==> config.mk <==
export PLATFORM = sky130hd
export DESIGN_NAME = trig_gate_unit
export DESIGN_NICKNAME = d
export VERILOG_FILES = /design/src/rtl/og_pkg.sv /design/src/rtl/og_cfg_reg.sv /design/src/rtl/og_pattern.sv /design/src/rtl/og_trig_src.sv /design/src/rtl/og_gate.sv /design/src/rtl/trig_gate_unit.sv
export SDC_FILE = /design/constraint.sdc
export NUM_CORES = 1
export LEC_CHECK = 0
export ABC_AREA = 1
export CELL_PAD_IN_SITES_DETAIL_PLACEMENT = 1
export CELL_PAD_IN_SITES_GLOBAL_PLACEMENT = 2
export CORE_UTILIZATION = 21
export DETAILED_ROUTE_END_ITERATION = 12
export PLACE_DENSITY = 0.8
export SETUP_SLACK_MARGIN = 0.4
export SLEW_MARGIN = 10
export SYNTH_ARGS = -nofsm -noshare
export SYNTH_HDL_FRONTEND = slang
export SYNTH_HIERARCHICAL = 1
export SYNTH_SLANG_ARGS = --single-unit
==> constraint.sdc <==
create_clock -name clk -period 2 [get_ports clk]
set_input_delay 0.2 -clock clk [delete_from_list [all_inputs] [get_ports clk]]
set_output_delay 0.2 -clock clk [all_outputs]
set_load 0.02 [all_outputs]
==> src/rtl/og_pkg.sv <==
package og_pkg;
  localparam int NUM_CH     = 4;
  localparam int NUM_PERIPH = 3;

  typedef enum logic [1:0] {
    GATE_NEVER  = 2'b00,
    GATE_ALWAYS = 2'b01,
    GATE_MATCH  = 2'b10,
    GATE_MISS   = 2'b11
  } gate_mode_e;
endpackage

==> src/rtl/og_cfg_reg.sv <==
module og_cfg_reg #(
  parameter int W = 9
) (
  input  logic         clk,
  input  logic         rst,
  input  logic         we,
  input  logic [W-1:0] wdata,
  output logic [W-1:0] cfg_q
);
  always_ff @(posedge clk) begin
    if (rst)     cfg_q <= '0;
    else if (we) cfg_q <= wdata;
  end
endmodule

==> src/rtl/og_pattern.sv <==
module og_pattern #(
  parameter int NCH = 4
) (
  input  logic           clk,
  input  logic           rst,
  input  logic [NCH-1:0] flags,
  input  logic [NCH-1:0] incl,
  input  logic           evt_en,
  output logic           match_now,
  output logic           pattern_q,
  output logic           change_evt
);
  // excluded flags count as satisfied, so an empty mask always matches
  assign match_now  = &(flags | ~incl);
  assign change_evt = evt_en & (match_now ^ pattern_q);

  always_ff @(posedge clk) begin
    if (rst) pattern_q <= 1'b0;
    else     pattern_q <= match_now;
  end
endmodule

==> src/rtl/og_trig_src.sv <==
module og_trig_src #(
  parameter int NCH   = 4,
  parameter int NPER  = 3,
  parameter int SEL_W = 2
) (
  input  logic [NCH-1:0]   pulses,
  input  logic [NPER-1:0]  periph,
  input  logic [SEL_W-1:0] src_sel,
  input  logic             change_evt,
  output logic             trig_now
);
  logic [NPER-1:0] hit;

  generate
    for (genvar i = 0; i < NPER; i++) begin : g_src
      // code value 0 disables; code i+1 picks candidate i
      assign hit[i] = periph[i] & (src_sel == SEL_W'(i + 1));
    end
  endgenerate

  assign trig_now = (|pulses) | (|hit) | change_evt;
endmodule

==> src/rtl/og_gate.sv <==
module og_gate
  import og_pkg::*;
(
  input  logic       clk,
  input  logic       rst,
  input  gate_mode_e mode,
  input  logic       match_now,
  input  logic       trig_now,
  output logic       trig_o,
  output logic       gate_o,
  output logic       irq_o
);
  logic gate_now;

  always_comb begin
    unique case (mode)
      GATE_NEVER:  gate_now = 1'b0;
      GATE_ALWAYS: gate_now = 1'b1;
      GATE_MATCH:  gate_now = match_now;
      GATE_MISS:   gate_now = ~match_now;
      default:     gate_now = 1'b0;
    endcase
  end

  always_ff @(posedge clk) begin
    if (rst) begin
      trig_o <= 1'b0;
      gate_o <= 1'b0;
      irq_o  <= 1'b0;
    end else begin
      trig_o <= trig_now;
      gate_o <= gate_now;
      irq_o  <= trig_now & gate_now;
    end
  end
endmodule

==> src/rtl/trig_gate_unit.sv <==
module trig_gate_unit
  import og_pkg::*;
#(
  parameter int NCH  = og_pkg::NUM_CH,
  parameter int NPER = og_pkg::NUM_PERIPH,
  localparam int SEL_W = $clog2(NPER + 1),
  localparam int CFG_W = SEL_W + 2 + NCH + 1
) (
  input  logic             clk,
  input  logic             rst,
  input  logic             cfg_we,
  input  logic [CFG_W-1:0] cfg_wdata,
  input  logic [NCH-1:0]   chan_pulse_i,
  input  logic [NPER-1:0]  periph_trig_i,
  input  logic [NCH-1:0]   chan_flag_i,
  output logic             trig_o,
  output logic             gate_o,
  output logic             irq_o,
  output logic             pattern_o
);
  localparam int MODE_LO = SEL_W;
  localparam int INCL_LO = SEL_W + 2;
  localparam int EVT_BIT = CFG_W - 1;

  logic [CFG_W-1:0] cfg_q;
  logic [SEL_W-1:0] src_sel;
  gate_mode_e       mode;
  logic [NCH-1:0]   incl;
  logic             evt_en;
  logic             match_now, change_evt, trig_now;

  og_cfg_reg #(.W(CFG_W)) u_cfg (
    .clk(clk), .rst(rst), .we(cfg_we), .wdata(cfg_wdata), .cfg_q(cfg_q)
  );

  assign src_sel = cfg_q[SEL_W-1:0];
  assign mode    = gate_mode_e'(cfg_q[MODE_LO+1:MODE_LO]);
  assign incl    = cfg_q[INCL_LO+NCH-1:INCL_LO];
  assign evt_en  = cfg_q[EVT_BIT];

  og_pattern #(.NCH(NCH)) u_pat (
    .clk(clk), .rst(rst), .flags(chan_flag_i), .incl(incl), .evt_en(evt_en),
    .match_now(match_now), .pattern_q(pattern_o), .change_evt(change_evt)
  );

  og_trig_src #(.NCH(NCH), .NPER(NPER), .SEL_W(SEL_W)) u_src (
    .pulses(chan_pulse_i), .periph(periph_trig_i), .src_sel(src_sel),
    .change_evt(change_evt), .trig_now(trig_now)
  );

  og_gate u_gate (
    .clk(clk), .rst(rst), .mode(mode), .match_now(match_now),
    .trig_now(trig_now), .trig_o(trig_o), .gate_o(gate_o), .irq_o(irq_o)
  );
endmodule

Word level (Yosys, flattened, before mapping)
Cells that the tools add are included.
{"block": "totals", "reg_bits": 13, "inputBits": 23, "out_inout_bits": 4, "wordCells": 27}
{"block": "classes", "eq_ne": 6, "muxes": 1, "bitwise_logic": 11, "n_reduce_logical": 4}
{"op": "2-bit == test, second input constant", "n": 4}
{"op": "1-bit AND", "n": 5}
{"op": "2-bit by 1-bit == test with 1-bit output, second input constant", "n": 2}
{"op": "4-bit NOT", "n": 1}
{"op": "4-bit bitwise OR", "n": 1}
{"op": "1-bit case mux with 4 select lines", "n": 1}
{"op": "4-bit AND reduction", "n": 1}
{"op": "4-bit OR reduction", "n": 1}
{"op": "3-bit OR reduction", "n": 1}
{"op": "2-bit logical NOT", "n": 1}
{"op": "1-bit bitwise OR", "n": 2}
{"op": "1-bit NOT", "n": 1}
{"op": "1-bit XOR", "n": 1}

Longest topological paths before layout
{"block": "logic_depth", "depth_word": 7, "depth_mapped": 15, "depth_no_buf": 15}

Cells and area by module
Netlist, hierarchy kept.
{"module": "og_cfg_reg", "n_inst": 1, "cells_per_inst": 57, "area_each_um2": 381.6, "seq_area_each_um2": 180.2}
{"module": "og_gate", "n_inst": 1, "cells_per_inst": 13, "area_each_um2": 108.9, "seq_area_each_um2": 60.1}
{"module": "og_pattern", "n_inst": 1, "cells_per_inst": 17, "area_each_um2": 98.8, "seq_area_each_um2": 20.0}
{"module": "og_trig_src", "n_inst": 1, "cells_per_inst": 11, "area_each_um2": 45.0, "seq_area_each_um2": 0.0}

Worst setup path after synthesis
No wires, ideal clock.
{"block": "synth_timing", "path_kind": "register to register", "from": "register u_cfg.cfg_q[4]", "to": "register u_gate.irq_o", "setup_ps": 110, "arrival_time_ps": 1093, "required_ps": 1890, "setup_slack_ps": 797, "path_stages_with_launch": 15, "path_buffers": 0, "synth_period_minus_slack_ps": 1203, "path_cell_list": "dfxtp_1 > nand2_2 > nand2_2 > nor2_4 > nand2_1 > nand2_1 > nor2_1 > nor2_1 > nand2_1 > inv_1 > nand3_1 > inv_1 > nor2_4 > inv_2 > nor2_2"}
{"block": "synth_via", "elab_chain_cells": 7, "word_cells_on_any_way": 9, "cone_classes": "mux (1); bitwise (7); reduce/logical (1)"}
{"item": "from (decl)", "line": "og_cfg_reg.sv:8", "text": "output logic [W-1:0] cfg_q"}
{"item": "from (signal assigned)", "line": "og_cfg_reg.sv:12", "text": "else if (we) cfg_q <= wdata;"}
{"item": "4-bit NOT", "line": "og_pattern.sv:14", "text": "assign match_now = &(flags | ~incl);"}
{"item": "4-bit bitwise OR", "line": "og_pattern.sv:14"}
{"item": "4-bit AND reduction", "line": "og_pattern.sv:14"}
{"item": "via match_now", "line": "trig_gate_unit.sv:30", "text": "logic match_now, change_evt, trig_now;"}
{"item": "1-bit XOR", "line": "og_pattern.sv:15", "text": "assign change_evt = evt_en & (match_now ^ pattern_q);"}
{"item": "1-bit AND", "line": "og_pattern.sv:15"}
{"item": "via change_evt", "line": "trig_gate_unit.sv:30"}
{"item": "1-bit bitwise OR", "line": "og_trig_src.sv:21", "text": "assign trig_now = (|pulses) | (|hit) | change_evt;"}
{"item": "via trig_now", "line": "trig_gate_unit.sv:30"}
{"item": "1-bit AND", "line": "og_gate.sv:33", "text": "irq_o <= trig_now & gate_now;"}
{"item": "to (signal assigned)", "line": "og_gate.sv:33"}
{"item": "to (decl)", "line": "og_gate.sv:11", "text": "output logic irq_o"}
The timed path passes the listed nets, and every way through them passes these cells.
A chain may end at the register's enable or synchronous reset.

Final worst setup path
{"block": "layout_timing", "from": "register u_pat.pattern_q", "to": "output pattern_o"}
{"item": "from (decl)", "line": "og_pattern.sv:10", "text": "output logic pattern_q,"}
{"item": "from (signal assigned)", "line": "og_pattern.sv:19", "text": "else pattern_q <= match_now;"}
{"item": "to (decl)", "line": "trig_gate_unit.sv:19", "text": "output logic pattern_o"}
No word-level cell between the ends.

==> results.md <==
- Hold Path Class: flip-flop to flip-flop
- Crit share post-route: 72.70%
- Pint: 0.4283 mW
- IO Count: 27
- Multi-input gate area: 280.3 um2
- Clock Skew: 1.809 ps
- CTS tree: built
- PostCTS Resize Cnt: 0
- GP Congestion: 0.7009
- Worst-path clk slew: 80 ps
- Bufs and invs on worst path: 1
- Pre-Repair DR Iteration Count: 8
- Post-synthesis mux area share: 0%
- # hold bufs at CTS: 0
- Post-synthesis cell count: 98
- Sw frac: 27.07%
- Clock buffer depth: 2
- Clock power share: 28.6%
- DIE AREA: 0.003244 mm2
- Yosys cell types: 13
- Synthesized Nets: 121
- Peak VDD IR: 0.3177 mV
- Synth Area in Compound Gates: 0%
- Commonest non-fill, non-tap cell in the layout: nand2_1
- Vias in the first global route: 571
- Slew margin rel.: 76.34%
- Vias/cell: 4.038
- Post-Synth XOR/XNOR Area: 0%
- PwrDens: 624.1 mW/mm2
- Crit path required time: 1800 ps
- Chip height: 56.96 um
- CTS buffer count: 3
- Post-synthesis simple-gate area fraction: 44.18%
- Area leader, netlist: dfxtp_1
- Hold Startpoint: u_cfg/cfg_q[7]$_SDFFE_PP0P_
- WL/cell: 8.582 um
- First-pass GRT wire length: 2249 um
- DRT iter0 DRCs: 10
- LEAKAGE: 0.4717 nW
- Area contributors post-synth: dfxtp_1 (41%), nand2_1 (18%), nor2_1 (13%)
- GRT Util Overall: 9.342%
- Worst r2r src: u_cfg/cfg_q[4]$_SDFFE_PP0P_
- Grt ovf: 0
- Antenna diodes: 0
- Die width: 56.96 um
- WP data arrival: 1250 ps
- Post-layout util: 33.54%
- CP top delay family: buffers and inverters
- Setup TNS: 0 ps
- Largest net degree at the start of global routing: 11
- Synth warn: 6
- Layout cells sized above 1: 10.24%
- Root Driver: clkbuf_4
- Total Power: 0.5873 mW
- Clock sinks: 13
- Initial antenna violation count: 0
- Flops & latches, synth: 13
- Failing checks: design-rule violations
- Crit path kind: flip-flop to primary output
- Launch point of the worst path: u_pat/pattern_q$_SDFF_PP0_
- Final antenna-violating net count: 0
- Worst Setup Start Kind: flip-flop
- # rows: 19
- Status: finished with violations
- H-Tree Depth: 1
- Top-area cell type share of the netlist area: 41.03%
- Unrepaired setup endpoints after global routing: false
- DRC Markers: 2
- Worst-path maximum fanout: 3
- Setup violators final: 0
- Highest-delay cell along the critical path: clkdlybuf4s50_1
- Combinational share of power: 22.2%
- Critical Path, Cell by Cell: clkdlybuf4s50_1
- Reg power frac: 49.1%
- Via count: 638
- Worst-skew pair later-pin latency: 280 ps
- Max-cap violation count: 0
- CP peak stage delay: 610 ps
- Register Area: 260.3 um2
- Commonest cells after routing, fill and taps aside: nand2_1 (30), clkdlybuf4s50_1 (26), nor2_1 (22)
- Endpoints failing hold: 0
- Register area share after synthesis: 41.03%
- Max Slew Vio Count: 0
- Largest family of logic cells by synthesized area: simple AND/OR/NAND/NOR gates
- PortBufs: 26
- Area grow syn2layout: 48.32%
- Post-Synth Adder-Cell Area: 0%
- Final Critical Period: 1454 ps
- Nets: 151
- Final WL: 1356 um
- Syn Area/Cell: 6.473 um2
- Slew @ Worst Pin: 353.8 ps
- Post CTS Setup Buffer Count: 0
- Fillcell total: 375
- Setup crit end kind: primary output
- P_sw: 0.1590 mW
- CORE AREA: 0.002805 mm2
- DPL Wire Length: 1088 um
- Initial Utilization: 22.61%
- Max frequency: 0.6877 GHz
- Netlist Area Pre-Place: 634.4 um2
[worst register-to-register path, stage by stage (launching register included)]
cell and delay [ps]:
dfxtp_1 330, nand2_2 70, nand2_2 70, nor2_4 140, nand2_1 60, nand2_1 50
nor2_1 40, nor2_1 90, nand2_1 60, inv_1 40, nand3_1 50, inv_1 100
nor2_4 40, inv_2 50, nor2_2 30
[metrics by stage]
step                cells  worst slack (ps)  hold WS (ps)  cell area [um2]
global route          158             492.0         503.2            940.9
finish                158             545.9         480.0            940.9
detailed placement    154             292.0         470.7            914.6
CTS                   158             529.3         482.0            940.9
floorplan              98             796.6         272.1            634.4
global placement      154             307.6         463.4            914.6
[power by group through the flow]
stage                     Combinational (mW)  Sequential [mW]  Clock (mW)
after floorplan                       0.0615            0.301           0
after detailed placement               0.133            0.295           0
after CTS                              0.134            0.289       0.176
after global placement                 0.130            0.294           0
final                                  0.131            0.289       0.168
after global routing                   0.144            0.292       0.192
[cells by family (layout without fill, tap and decap cells)]
kind of cell	after synthesis	in the layout
flip-flops	13	13
AND/OR/NAND/NOR	65	65
buffers and inverters	20	49
[area by class of cell]
type	instances	area share, %
Tap cell	31	4.122
Sequential cell	13	27.66
Clock buffer	4	2.793
Inverter	18	7.181
Multi-Input combinational cell	65	29.79
Timing Repair Buffer	27	28.46
[path summary, 6_finish.rpt]
check,slack (ps),cells after the start,end
worst max-delay path,550,1,pattern_o
worst max register to register,690,14,u_gate/irq_o$_SDFF_PP0_
worst min-delay path,480,2,u_cfg/cfg_q[7]$_SDFFE_PP0P_
worst min register to register,480,2,u_cfg/cfg_q[7]$_SDFFE_PP0P_
[registers in the layout, indices dropped and copies added, names as in the netlist]
signal and count:
u_cfg/cfg_q 9, u_gate/irq_o 1, u_pat/pattern_q 1, u_gate/gate_o 1, u_gate/trig_o 1
[cells in the mapped netlist]
library cell	n
nor2_1	22
buf_6	1
buf_8	1
clkinv_1	1
dfxtp_1	13
inv_2	1
nor2_4	2
nor2_2	1
nand2_1	30
nor3_1	2
nand2_2	5
nand3_1	3
inv_1	16
[routing by layer]
metal	routed length [um]	part of all wire (%)	vias to the layer above	global-route usage, %
li1	-	-	337	-
met1	593	44	277	9.831
met2	627	46	21	15.63
met3	114	8.4	3	4.762
met4	20	1.5	0	4.181
met5	0	0	-	0
No activity file was read; power rests on OpenSTA's default activity.
